### src/rtl/desc_ring_ctrl.sv
module desc_ring_ctrl #(
  parameter int ADDR_W = 32,
  parameter int IDX_W  = 8,
  parameter int DEPTH  = 8,
  localparam int CNT_W = $clog2(DEPTH + 1)
) (
  input  logic              clk,
  input  logic              rst_n,
  input  logic [ADDR_W-1:0] ring_base,
  input  logic [IDX_W+3:0]  ring_bytes,
  input  logic [IDX_W-1:0]  ring_tail,
  input  logic              cfg_we,
  input  logic [IDX_W-1:0]  cfg_head,
  input  logic              fetch_req,
  input  logic              consume,
  input  logic              wb_req,
  input  logic [CNT_W-1:0]  wb_mask,
  output logic              dma_req_valid,
  input  logic              dma_req_ready,
  output logic [ADDR_W-1:0] dma_req_addr,
  output logic [CNT_W-1:0]  dma_req_count,
  output logic              dma_req_write,
  input  logic              dma_rd_done,
  input  logic              dma_wr_done,
  output logic [IDX_W-1:0]  ring_head,
  output logic [CNT_W-1:0]  used_cnt,
  output logic [CNT_W-1:0]  unused_cnt,
  output logic [IDX_W:0]    desc_left,
  output logic              consume_err,
  output logic              cfg_err
);

  logic [IDX_W-1:0]  head, cptr;
  logic [CNT_W-1:0]  used, unused;
  logic              f_req, f_wait, w_req, w_wait;
  logic [ADDR_W-1:0] f_addr, w_addr;
  logic [CNT_W-1:0]  f_cnt, w_cnt, mask_q;
  logic              follow, wb_retry, fetch_retry;
  logic              lock_q, lock_w_q;

  wire [31:0] len32  = 32'(ring_bytes[IDX_W+3:4]);
  wire        f_busy = f_req | f_wait;
  wire        w_busy = w_req | w_wait;
  wire        cfg_ok = cfg_we && used == '0 && !f_busy && !w_busy;
  wire        cons_ok = consume && unused != '0;
  wire        sel_w  = lock_q ? lock_w_q : w_req;
  wire        accept = dma_req_valid && dma_req_ready;

  logic [31:0]      span, free_s, fcnt32, wcnt32;
  logic             wwrap;
  logic [CNT_W-1:0] mask_eff;

  always_comb begin
    span   = (32'(ring_tail) >= 32'(cptr)) ? 32'(ring_tail) - 32'(cptr) : len32 - 32'(cptr);
    free_s = 32'(DEPTH) - 32'(used) - 32'(unused);
    fcnt32 = (span < free_s) ? span : free_s;
    if (wb_retry)
      mask_eff = (wb_req && wb_mask < mask_q) ? wb_mask : mask_q;
    else
      mask_eff = wb_mask;
    wwrap = (32'(head) + 32'(used)) >= len32;
    if (wwrap)               wcnt32 = len32 - 32'(head);
    else if (mask_eff != '0) wcnt32 = 32'(used & ~mask_eff);
    else                     wcnt32 = 32'(used);
  end

  wire fetch_go = (fetch_req | fetch_retry) && !f_busy && !cfg_we && fcnt32 != 0;
  wire wb_go    = (wb_req | wb_retry) && !w_busy && !cfg_we;

  assign dma_req_valid = f_req | w_req;
  assign dma_req_write = sel_w;
  assign dma_req_addr  = sel_w ? w_addr : f_addr;
  assign dma_req_count = sel_w ? w_cnt : f_cnt;
  assign ring_head  = head;
  assign used_cnt   = used;
  assign unused_cnt = unused;
  assign desc_left  = (IDX_W+1)'(unused) +
                      ((cptr >= ring_tail) ? (IDX_W+1)'(cptr - ring_tail) : (IDX_W+1)'(ring_tail - cptr));

  always_ff @(posedge clk) begin
    if (!rst_n) begin
      head <= '0; cptr <= '0; used <= '0; unused <= '0;
      f_req <= 1'b0; f_wait <= 1'b0; w_req <= 1'b0; w_wait <= 1'b0;
      f_addr <= '0; w_addr <= '0; f_cnt <= '0; w_cnt <= '0; mask_q <= '0;
      follow <= 1'b0; wb_retry <= 1'b0; fetch_retry <= 1'b0;
      lock_q <= 1'b0; lock_w_q <= 1'b0; consume_err <= 1'b0; cfg_err <= 1'b0;
    end else begin
      consume_err <= consume && unused == '0;
      cfg_err     <= cfg_we && !cfg_ok;
      wb_retry    <= 1'b0;
      fetch_retry <= 1'b0;
      lock_q      <= dma_req_valid && !dma_req_ready;
      lock_w_q    <= sel_w;

      used   <= used + CNT_W'(cons_ok) - (dma_wr_done && w_wait ? w_cnt : '0);
      unused <= unused - CNT_W'(cons_ok) + (dma_rd_done && f_wait ? f_cnt : '0);

      if (fetch_go) begin
        f_req  <= 1'b1;
        f_cnt  <= CNT_W'(fcnt32);
        f_addr <= ring_base + ADDR_W'({cptr, 4'b0000});
      end else if (accept && !sel_w) begin
        f_req <= 1'b0; f_wait <= 1'b1;
      end else if (dma_rd_done && f_wait) begin
        f_wait <= 1'b0;
        if (32'(cptr) + 32'(f_cnt) >= len32) cptr <= '0;
        else cptr <= cptr + IDX_W'(f_cnt);
      end

      if (wb_go) begin
        mask_q <= mask_eff;
        follow <= wwrap;
        if (wcnt32 != 0) begin
          w_req  <= 1'b1;
          w_cnt  <= CNT_W'(wcnt32);
          w_addr <= ring_base + ADDR_W'({head, 4'b0000});
        end
      end else if (wb_req && w_busy && wb_mask < mask_q) begin
        mask_q <= wb_mask;
        follow <= 1'b1;
      end
      if (accept && sel_w) begin
        w_req <= 1'b0; w_wait <= 1'b1;
      end else if (dma_wr_done && w_wait) begin
        w_wait      <= 1'b0;
        wb_retry    <= follow;
        follow      <= 1'b0;
        fetch_retry <= 1'b1;
        if (32'(head) + 32'(w_cnt) >= len32) head <= IDX_W'(32'(head) + 32'(w_cnt) - len32);
        else head <= head + IDX_W'(w_cnt);
      end

      if (cfg_ok) begin
        head <= cfg_head; cptr <= '0; unused <= '0;
      end
    end
  end

  p_bound_r5: assert property (@(posedge clk) disable iff (!rst_n)
    32'(used) + 32'(unused) <= 32'(DEPTH));
  p_hold_r11: assert property (@(posedge clk) disable iff (!rst_n)
    dma_req_valid && !dma_req_ready |=> dma_req_valid && $stable(dma_req_addr)
      && $stable(dma_req_count) && $stable(dma_req_write));
  p_nowrap_r2: assert property (@(posedge clk) disable iff (!rst_n)
    f_req |-> f_cnt != '0 && 32'(cptr) + 32'(f_cnt) <= len32);
  p_wb_end_r6: assert property (@(posedge clk) disable iff (!rst_n)
    w_req |-> w_cnt != '0 && 32'(head) + 32'(w_cnt) <= len32);
  p_cons_err_r5: assert property (@(posedge clk) disable iff (!rst_n)
    consume && unused == '0 |=> consume_err);
  p_cfg_busy_r9: assert property (@(posedge clk) disable iff (!rst_n)
    cfg_we && (used != '0 || f_busy || w_busy) |=> cfg_err);
  p_one_fetch_r3: assert property (@(posedge clk) disable iff (!rst_n)
    f_wait |-> !f_req);

endmodule

### config.mk
export PLATFORM = sky130hd
export DESIGN_NAME = desc_ring_ctrl
export DESIGN_NICKNAME = d
export VERILOG_FILES = /design/src/rtl/desc_ring_ctrl.sv
export SDC_FILE = /design/constraint.sdc
export NUM_CORES = 1
export LEC_CHECK = 0
export BUFFER_PORTS_ARGS = -buffer_cell sky130_fd_sc_hd__buf_2
export CORE_MARGIN = 5
export CORE_UTILIZATION = 30
export DETAILED_ROUTE_END_ITERATION = 7
export PLACE_DENSITY = 0.51
export SLEW_MARGIN = 0
export SYNTH_ARGS = -nofsm -noshare
export SYNTH_HDL_FRONTEND = slang
export SYNTH_SLANG_ARGS = --single-unit
### constraint.sdc
create_clock -name clk -period 6.76 [get_ports clk]
set_input_delay 1.352 -clock clk [delete_from_list [all_inputs] [get_ports clk]]
set_output_delay 1.352 -clock clk [all_outputs]
set_load 0.05 [all_outputs]
==> results of run 1 <==
==> layout make-up <==
cell class	instances	area, sq um
fillers	3672	22500
multi-input cells	1056	7580
flip-flops and latches	111	2220
repair buffers	150	828
well taps	455	569
inverters	83	312
clock buffers	10	229
clock inverters	6	63.8
==> power groups by stage <==
stage	registers (W)	logic, W	clock network (W)
detailed placement	0.000946	0.00245	0
global placement	0.000944	0.00241	0
global route	0.000948	0.00270	0.000600
finish	0.000928	0.00245	0.000554
CTS	0.000931	0.00246	0.000577
floorplan	0.000994	0.00177	0
==> Yosys cell counts, drive strengths merged, types with 14 or more instances <==
| cell | instances |
|---|---|
| fa | 14 |
| o21ai | 47 |
| buf | 21 |
| dfxtp | 111 |
| inv | 83 |
| clkbuf | 34 |
| ha | 117 |
| xnor2 | 84 |
| nand3 | 64 |
| nor2b | 18 |
| nand4 | 14 |
| xor2 | 24 |
| a21oi | 63 |
| o211a | 32 |
| nor2 | 69 |
| a21o | 25 |
| a211oi | 17 |
| nor3 | 40 |
| mux2i | 50 |
| nand2 | 203 |
| nor4 | 15 |
==> sequential cells by signal, summed over array words and instances, names as in the netlist, 4 cells and up <==
name and flops:
cptr 8, f_addr 32, mask_q 4, unused_cnt 4, w_cnt 4, f_cnt 4
w_addr 32, used_cnt 4, ring_head 8
==> path summary, 6_finish.rpt <==
path	from	cells after the start	to	slack, ns
worst max-delay path	ring_tail[1]	17	desc_left[6]	0.32
worst min-delay path	f_addr[28]	2	f_addr[28]	0.46
worst max register to register	ring_head[1]	14	w_addr[6]	1.65
worst min register to register	f_addr[28]	2	f_addr[28]	0.46
==> routing by layer <==
layer  share of wire  routed length (um)  up-vias  global-route usage
li1                -                   -     4811                   -
met1            0.46               15200     4579               0.221
met2            0.48               16000      196               0.294
met3           0.040                1320       30              0.0189
met4           0.017                 576        0              0.0427
met5               0                   0        -                   0
==> per-stage QoR <==
stage / setup TNS [ns] / setup WS (ns) / hold slack (ns)
2_1_floorplan: 0 / 0.242 / 0.429
3_3_place_gp: 0 / 0.0202 / 0.442
3_5_place_dp: -0.108 / -0.0637 / 0.448
4_1_cts: 0 / 0.0497 / 0.460
5_1_grt: -0.00359 / -0.00359 / 0.478
6_report: 0 / 0.323 / 0.458
==> worst max-delay path, cell delays in order <==
cell,delay [ns]
buf_2,0.12
inv_1,0.08
ha_1,0.34
nor2b_1,0.15
o21ai_1,0.20
a21oi_1,0.11
a21oi_1,0.15
buf_4,0.24
mux2_2,0.39
fa_1,0.44
a21o_1,0.19
a21oi_2,0.25
and4b_1,0.26
a211oi_4,0.28
nor2_1,0.11
xnor2_2,0.16
clkbuf_4,0.24
==> cell families (layout without fill, tap and decap cells) <==
logic type,Yosys count,after routing
AO/OA/AOI/OAI,272,272
multiplexers,56,56
adder cells (fa/ha/maj),131,131
AND/OR/NAND/NOR,489,489
XOR/XNOR,108,108
buffers and inverters,138,249
flip-flops,111,111
==> impl_results.md, run 1 <==
* Synth Area in Compound Gates at 0.189
* Most common cell after layout, fill and taps aside: nand2_1
* Worst setup SP type: input pin
* Total Routing Usage GR at 0.168
* Post-synthesis adder-cell area fraction at 0.168
* Sw Share at 0.512
* CTS tree: done
* HPWL after DPL at approximately 26000 um
* H-tree Lvls at 3
* EDFF count, synth at 0
* Worst Path Max Fanout at 12
* Synth area leaders: dfxtp_1 (21%), ha_1 (14%), nand2_1 (7.3%)
* Antenna violations before repair at 0
* Fin. max-slew vios at 0
* Sequential power share at 0.236
* Number of global-route vias before repair at between 9000 and 10000
* GRT overflow at 0
* # Post-CTS Setup Buffers at 0
* Ant. Diodes at 0
* Synth Area in Simple Gates at 0.223
* Syn_nets at roughly 1500
* Final Hold Fails at 0
* Global-route wire length before repair at ~52000 um
* Critical Path RT at approximately 5.4 ns
* NetSw at 0.00201 W
* Xor/xnor share of the synthesized area at 0.0914
* Max cap viols at 0
* Boundary pin count at approximately 140
* Crit Path Class: input pin to primary output
* Site Rows at 68
* Netlist cell types at 77
* Port Buffers at between 100 and 150
* Post-Syn Area per Cell at 7.93 sq um
* Routed wire per std cell at 17.7 um
* FF+latch count, synth at 111
* Min cycle time layout at 6.44 ns
* Status: finished, final reports clean
* Die Ht at around 200 um
* Latest clock arrival within the worst-skew pair at about 0.37 ns
* Critical path capture point type: primary output
* P_int at approximately 0.0019 W
* Synth async-reset ratio at 0
* Proportion of synthesized area in mux cells at 0.0549
* Area of the core at ~34000 sq um
* Synth Warn # at 0
* Layout Utilization at 0.344
* Detailed Route Iter0 Violations at 520
* CTS Sinks at 111
* Slew @ Worst Pin at 1.04 ns
* LEAKAGE at ~5.7 nW
* Final WL at 33100 um
* Post-CTS Resized at 1
* Critical Path AT at ~5.1 ns
* Pin count of the biggest net entering global routing at 68
* Clock slew at reported path FFs at around 0.080 ns
* Vias/cell at between 5 and 6
* Post-route cell area at about 12000 sq um
* DP Area at between 10000 and 15000 sq um
* Initial core utilization at 0.302
* Final worst-path cycle share at 0.952
* Peak Freq at roughly 160 MHz
* Total Power at ~0.0039 W
* Area grow syn2layout at 14.1%
* 1st-pass router iterations at 5
* Post-synth top area cell: dfxtp_1
* Seq/Total Area, Yosys at 0.215
* Largest family of logic cells by synthesized area: simple AND/OR/NAND/NOR gates
* Skew final at 0.0123 ns
* Synth Cell Area at between 10000 and 15000 sq um
* Post-layout nets at 1615
* Die extent in x at 196 um
* Hold buffers post-CTS at 0
* Slew headroom at 0.309
* DRC Markers at 0
* Fraction of layout cells with a size suffix above 1 at 0.149
* DR vias at between 9000 and 10000
* Clock Path Buffers at 2
* RD Place Congestion at just under 0.9
* Combinational share of power at 0.623
* Antenna Violating Nets Remaining at 0
* Most frequent cells in the layout: nand2_1 (202), buf_2 (129), ha_1 (117)
* # setup viols final at 0
* Die area at 38300 sq um
* Root buffer cell: clkbuf_16
* Non-Filler Instances at about 1900
* Ys flop type: dfxtp_1
* Fraction of power consumed by the clock network at 0.141
* Cells after DPL at 1855
* Area share of the largest cell type after synthesis at 0.215
* Syn Inst Count at 1305
* Pwr dens at around 330 nW/um^2
* Max VDD drop at between 0.0002 and 0.00025 V
* Tightest Hold Check Type: flop to flop
* Total CTS buffers at 9
Note: power is estimated with default switching activity, not from simulation.
==> inputs of run 2 (changes only) <==
--- a/config.mk
+++ b/config.mk
@@ -9,7 +9,7 @@
 export CORE_MARGIN = 5
 export CORE_UTILIZATION = 30
 export DETAILED_ROUTE_END_ITERATION = 7
-export PLACE_DENSITY = 0.51
+export PLACE_DENSITY = 0.5
 export SLEW_MARGIN = 0
 export SYNTH_ARGS = -nofsm -noshare
 export SYNTH_HDL_FRONTEND = slang
==> impl_results.md, run 2 (synthesis results as in run 1) <==
* Status: finished, final reports clean (unchanged)
* Hold path startpoint: f_addr[28] (unchanged)
* Final worst-path cycle share at 0.956 (was 0.952)
* Grt peak-use layer: met2 (unchanged)
* Most common cell after layout, fill and taps aside: nand2_1 (unchanged)
* Grt met2 use at 0.291 (was 0.294)
* Worst setup SP type: input pin (unchanged)
* Slew @ Worst Pin at 1.05 ns (was 1.04 ns)
* H-tree Lvls at 3 (unchanged)
* Max VDD drop at 0.000205 V (was 0.000224 V)
* Total CTS buffers at 9 (unchanged)
* Pwr dens at 336 nW/um^2 (was 333 nW/um^2)
* Most frequent cells in the layout: nand2_1 (202), buf_2 (130), ha_1 (117) (was nand2_1 (202), buf_2 (129), ha_1 (117))
* # Post-CTS Setup Buffers at 0 (unchanged)
* HPWL after DPL at 26200 um (was 26300 um)
* Number of global-route vias before repair at 9577 (was 9629)
* DRC Markers at 0 (unchanged)
* Slowest-stage cell, CP: fa_1 (unchanged)
* Fin Setup TNS at 0 ns (unchanged)
* Setup Slack @ Placement at 0.00416 ns (was -0.0637 ns)
* Peak Freq at 155 MHz (about the same)
* Port Buffers at 133 (unchanged)
* Root buffer cell: clkbuf_16 (unchanged)
* Worst hold slack at 0.458 ns (about the same)
* Pin count of the biggest net entering global routing at 64 (was 68)
* Hold buffers post-CTS at 0 (unchanged)
* Total Routing Usage GR at 0.169 (was 0.168)
* Post-CTS Resized at 0 (was 1)
* Tightest Hold Check Type: flop to flop (unchanged)
* RSZ-0062 raised after global routing: no
* Worst Path Max Fanout at 12 (unchanged)
* Routed wire per std cell at 17.7 um (about the same)
* Critical Path RT at 5.41 ns (about the same)
* Critical path capture point type: primary output (unchanged)
* Cell Chain, Critical Path: buf_2, inv_1, ha_1, nor2b_1, o21ai_0, a21oi_1, a21oi_1, buf_4, mux2_2, fa_1, a21o_1, a21oi_2, and4b_1, a211oi_2, nor2_1, xnor2_2, buf_2 (was buf_2, inv_1, ha_1, nor2b_1, o21ai_1, a21oi_1, a21oi_1, buf_4, mux2_2, fa_1, a21o_1, a21oi_2, and4b_1, a211oi_4, nor2_1, xnor2_2, clkbuf_4)
* Die extent in x at 196 um (unchanged)
* WHS Path Cells at 2 (unchanged)
* Latest clock arrival within the worst-skew pair at 0.37 ns (about the same)
* Fin. max-slew vios at 0 (unchanged)
* Final setup margin at 0.298 ns (was 0.323 ns)
* Max cap viols at 0 (unchanged)
* Area of the core at 34300 sq um (unchanged)
* CTS tree: done (unchanged)
* # setup viols final at 0 (unchanged)
* Crit Path Class: input pin to primary output (unchanged)
* Clock Path Buffers at 2 (unchanged)
* Met3 Resource Use GR at 0.0167 (was 0.0189)
* DP Area at 11500 sq um (unchanged)
* Initial core utilization at 0.302 (unchanged)
* Min cycle time layout at 6.46 ns (was 6.44 ns)
* Skew final at 0.0159 ns (was 0.0123 ns)
* Clock slew at reported path FFs at 0.08 ns (about the same)
* Fillers at 3676 (was 3672)
* Die Ht at 196 um (unchanged)
* Post-layout nets at 1615 (unchanged)
* Antenna Violating Nets Remaining at 0 (unchanged)
* Area grow syn2layout at 14.0% (was 14.1%)
* Post-route cell area at 11800 sq um (about the same)
* Worst r2r src: ring_head[1] (unchanged)
* R2r setup slk at 1.80 ns (was 1.65 ns)
* Final WL at 33100 um (about the same)
* Slew headroom at 0.298 (was 0.309)
* R2r endpoint: w_addr[6] (unchanged)
* Largest registers: f_addr: 32 flops, w_addr: 32 flops (unchanged)
* M1 GR Usage at 0.224 (was 0.221)
* Reg2Reg Depth at 14 (unchanged)
* GRT overflow at 0 (unchanged)
* DR vias at 9557 (was 9616)
* 1st-pass router iterations at 5 (unchanged)
* Vias/cell at 5.11 (was 5.14)
* Site Rows at 68 (unchanged)
* CTS Sinks at 111 (unchanged)
* LEAKAGE at 5.68 nW (was 5.67 nW)
* Global-route wire length before repair at 52200 um (about the same)
* Fraction of layout cells with a size suffix above 1 at 0.148 (was 0.149)
* Final Hold Fails at 0 (unchanged)
* Die area at 38300 sq um (unchanged)
* Layout Utilization at 0.344 (about the same)
* Antenna violations before repair at 0 (unchanged)
* Boundary pin count at 138 (unchanged)
* Detailed Route Iter0 Violations at 468 (was 520)
* Critical Path AT at 5.11 ns (was 5.08 ns)
* Slowest stage delay, CP at 0.44 ns (about the same)
* Hold worst-path end: f_addr[28] (unchanged)
* RD Place Congestion at 0.874 (was 0.871)
==> run 2: cell count changes in the layout (fill, tap and decap cells not counted), sizes merged <==
cell,previous run,this run
bufinv,0,1
clkbuf,11,9
inv,86,87
clkinvlp,1,0
buf,149,150
diode,0,1
clkinv,2,1
==> run 2: report_power, final <==
part           total, W  switching, W  internal, W  leakage, nW
logic           0.00245       0.00157     0.000882         4.62
registers      0.000930      0.000154     0.000776        0.905
clock network  0.000581      0.000287     0.000294        0.150
total           0.00396       0.00201      0.00195         5.68
==> run 2: per-layer routing <==
metal	up-vias	part of all wire
li1	4824	-
met1	4508	0.47
met2	191	0.48
met3	34	0.032
met4	0	0.017
met5	-	0
==> run 2: how the worst max path moves through the flow <==
stage / startpoint / endpoint / cells after the start
2_1_floorplan: ring_tail[5] / desc_left[8] / 15
3_3_place_gp: ring_tail[1] / desc_left[6] / 17
5_1_grt: ring_tail[1] / desc_left[6] / 17
3_5_place_dp: ring_tail[1] / desc_left[6] / 17
4_1_cts: ring_tail[1] / desc_left[6] / 17
6_report: ring_tail[1] / desc_left[6] / 17
==> run 2: stage by stage <==
| stage | total power, W | std cells |
|---|---|---|
| after floorplan | 0.00277 | 1305 |
| after global placement | 0.00336 | 1855 |
| after detailed placement | 0.00340 | 1855 |
| after CTS | 0.00399 | 1870 |
| after global routing | 0.00428 | 1870 |
| final | 0.00396 | 1871 |
==> run 2: layout make-up <==
cell class,instances,area [sq um],share of cell area
Multi-Input combinational cell,1056,7570,0.641
Inverter,83,312,0.0264
Clock inverter,6,75.1,0.00636
Clock buffer,9,225,0.0191
Sequential cell,111,2220,0.188
Antenna cell,1,2.50,0.000212
Tap cell,455,569,0.0482
Timing Repair Buffer,150,826,0.0700
==> run 2: critical path: cells and delay by family <==
family                   cells  cell delay [ns]
AO/OA/AOI/OAI                6             1.25
buffers and inverters        4             0.70
XOR/XNOR                     1             0.15
AND/OR/NAND/NOR              3             0.48
multiplexers                 1             0.39
adder cells (fa/ha/maj)      2             0.78
==> inputs of run 3 (changes only) <==
--- a/config.mk
+++ b/config.mk
@@ -6,10 +6,12 @@
 export NUM_CORES = 1
 export LEC_CHECK = 0
 export BUFFER_PORTS_ARGS = -buffer_cell sky130_fd_sc_hd__buf_2
+export CELL_PAD_IN_SITES_DETAIL_PLACEMENT = 1
+export CELL_PAD_IN_SITES_GLOBAL_PLACEMENT = 1
 export CORE_MARGIN = 5
 export CORE_UTILIZATION = 30
 export DETAILED_ROUTE_END_ITERATION = 7
-export PLACE_DENSITY = 0.5
+export PLACE_DENSITY = 0.65
 export SLEW_MARGIN = 0
 export SYNTH_ARGS = -nofsm -noshare
 export SYNTH_HDL_FRONTEND = slang
==> constraint.sdc (replaced) <==
create_clock -name clk -period 5.3 [get_ports clk]
set_input_delay 1.06 -clock clk [delete_from_list [all_inputs] [get_ports clk]]
set_output_delay 1.06 -clock clk [all_outputs]
set_load 0.05 [all_outputs]
==> impl_results.md, run 3 (synthesis results as in run 1) <==
* Fraction of power consumed by the clock network at 0.138 (was 0.147)
* Initial core utilization at 0.302 (unchanged)
* NetSw at 0.00268 W (was 0.00201 W)
* Area grow syn2layout at 19.4% (was 14.0%)
* Latest clock arrival within the worst-skew pair at 0.38 ns (was 0.37 ns)
* Critical Path RT at 4.24 ns (was 5.41 ns)
* Failing checks: setup timing
* Most common cell after layout, fill and taps aside: nand2_1 (unchanged)
* CTS Sinks at 111 (unchanged)
* Tightest Hold Check Type: flop to flop (unchanged)
* Fin. max-slew vios at 0 (unchanged)
* Post-route cell area at 12400 sq um (was 11800 sq um)
* Ant. Diodes at 0 (was 1)
* Die Ht at 196 um (unchanged)
* RSZ-0062 raised after global routing: yes (was no)
* Total Routing Usage GR at 0.184 (was 0.169)
* Global-route wire length before repair at 57200 um (was 52200 um)
* Min cycle time layout at about 5.4 ns
* Detailed Route Iter0 Violations at 341 (was 468)
* Layout Utilization at 0.360 (was 0.344)
* Pwr dens at 422 nW/um^2 (was 336 nW/um^2)
* Final setup margin at -0.0759 ns (was 0.298 ns)
* Final worst-path cycle share at 1.01
* Final WL at 36300 um (was 33100 um)
* Root buffer cell: clkbuf_16 (unchanged)
* Fin Setup TNS at -0.143 ns (was 0 ns)
* Die extent in x at 196 um (unchanged)
* WHS Path Cells at 2 (unchanged)
* Status: finished with violations (was finished, final reports clean)
* GRT overflow at 0 (unchanged)
* Worst r2r src: cptr[7] (was ring_head[1])
* Number of global-route vias before repair at 10590 (was 9577)
* Hold path startpoint: f_addr[28] (unchanged)
* Antenna violations before repair at 1 (was 0)
* Combinational share of power at 0.636 (was 0.618)
* Peak Freq at ~190 MHz
* Most frequent cells in the layout: nand2_1 (202), buf_2 (126), ha_1 (112) (was nand2_1 (202), buf_2 (130), ha_1 (117))
* Critical Path AT at 4.32 ns (was 5.11 ns)
* Max VDD drop at 0.000269 V (was 0.000205 V)
* Reg2Reg Depth at 18 (was 14)
* Worst Path Max Fanout at 5 (was 12)
* Routed wire per std cell at 18.9 um (was 17.7 um)
* Pin count of the biggest net entering global routing at 85 (was 64)
* P_int at 0.00254 W (was 0.00195 W)
* DR vias at 9916 (was 9557)
* Area of the core at 34300 sq um (unchanged)
* Die area at 38300 sq um (unchanged)
* Skew final at 0.0188 ns (was 0.0159 ns)
* Port Buffers at 133 (unchanged)
* Slew headroom at 0.336 (was 0.298)
* CTS tree: done (unchanged)
* Total CTS buffers at 9 (unchanged)
* Antenna Violating Nets Remaining at 0 (unchanged)
* Critical path capture point type: primary output (unchanged)
* LEAKAGE at 5.93 nW (was 5.68 nW)
* Max cap viols at 0 (unchanged)
* Clock slew at reported path FFs at 0.08 ns (about the same)
* Slew @ Worst Pin at 0.996 ns (was 1.05 ns)
* Post-layout nets at 1665 (was 1615)
* Site Rows at 68 (unchanged)
* HPWL after DPL at 29000 um (was 26200 um)
* 1st-pass router iterations at 4 (was 5)
* # setup viols final at 2 (was 0)
* Setup Slack @ Placement at -0.441 ns (was 0.00416 ns)
* Worst setup SP type: input pin (unchanged)
* Largest registers: f_addr: 32 flops, w_addr: 32 flops (unchanged)
* Vias/cell at 5.16 (was 5.11)
* Crit Path Class: input pin to primary output (unchanged)
* DP Area at 11900 sq um (was 11500 sq um)
* DRC Markers at 0 (unchanged)
* CP startpoint: ring_tail[5] (was ring_tail[1])
* Fraction of layout cells with a size suffix above 1 at 0.190 (was 0.148)
* Final Hold Fails at 0 (unchanged)
* Worst hold slack at 0.453 ns (was 0.458 ns)
* Sw Share at 0.513 (was 0.507)
* Clock Path Buffers at 2 (unchanged)
* RD Place Congestion at 0.852 (was 0.874)
* Sequential power share at 0.226 (was 0.235)
* Boundary pin count at 138 (unchanged)
* H-tree Lvls at 3 (unchanged)
run 3: changes by cell type in the layout (fill, tap and decap cells not counted), moves of 3 or more:
| cell | before | now |
|---|---|---|
| buf_2 | 130 | 126 |
| inv_1 | 83 | 79 |
| ha_1 | 117 | 112 |
| buf_4 | 18 | 67 |
| ha_4 | 0 | 5 |
| inv_4 | 0 | 3 |
| buf_6 | 0 | 3 |
run 3: layout make-up:
type                    count  area [sq um]
flip-flops and latches    111          2220
well taps                 455           569
inverters                  83           319
repair buffers            200          1240
multi-input cells        1056          7710
clock buffers               9           225
fillers                  4239         21900
clock inverters             7          72.6
run 3: worst max-delay path: stages:
cell,delay (ns)
buf_8,0.10
inv_4,0.04
ha_4,0.19
and3_4,0.17
a221o_1,0.35
a21oi_2,0.15
buf_4,0.15
mux2_4,0.32
fa_2,0.38
a21o_1,0.22
a21oi_4,0.17
nand3b_1,0.16
a21oi_2,0.08
a211oi_4,0.32
nor2_2,0.12
xnor2_4,0.16
buf_6,0.17
run 3: metrics by stage:
stage	power, W	cells
global route	0.00561	1921
global placement	0.00439	1902
finish	0.00521	1921
detailed placement	0.00450	1902
floorplan	0.00355	1305
CTS	0.00525	1921
run 3: path summary, 6_finish.rpt:
path | end | slack (ns)
worst max-delay path | desc_left[6] | -0.08
worst max register to register | f_addr[24] | 0.50
worst min register to register | f_addr[28] | 0.45
worst min-delay path | f_addr[28] | 0.45
run 3: what timing repair did:
item / 4_1_cts / 5_1_grt
gates resized for setup: 18 / 1
pin swaps: 9 / 3
endpoints found under the setup margin: 4 / 4
setup buffers: 3 / 0
endpoints found under the hold margin: 0 / 0
hold buffers: 0 / 0
run 3: layer usage:
layer / vias up / wire, um / global-route usage
met4: 2 / 675 / 0.0445
li1: 4928 / - / -
met5: - / 7 / 0
met3: 34 / 1100 / 0.0225
met1: 4822 / 16300 / 0.231
met2: 130 / 18200 / 0.335
run 3: power groups by stage:
stage / sequential (W) / combinational [W] / clock (W)
3_3_place_gp: 0.00120 / 0.00319 / 0
6_report: 0.00118 / 0.00332 / 0.000717
2_1_floorplan: 0.00127 / 0.00228 / 0
3_5_place_dp: 0.00120 / 0.00330 / 0
5_1_grt: 0.00120 / 0.00364 / 0.000765
4_1_cts: 0.00118 / 0.00334 / 0.000734
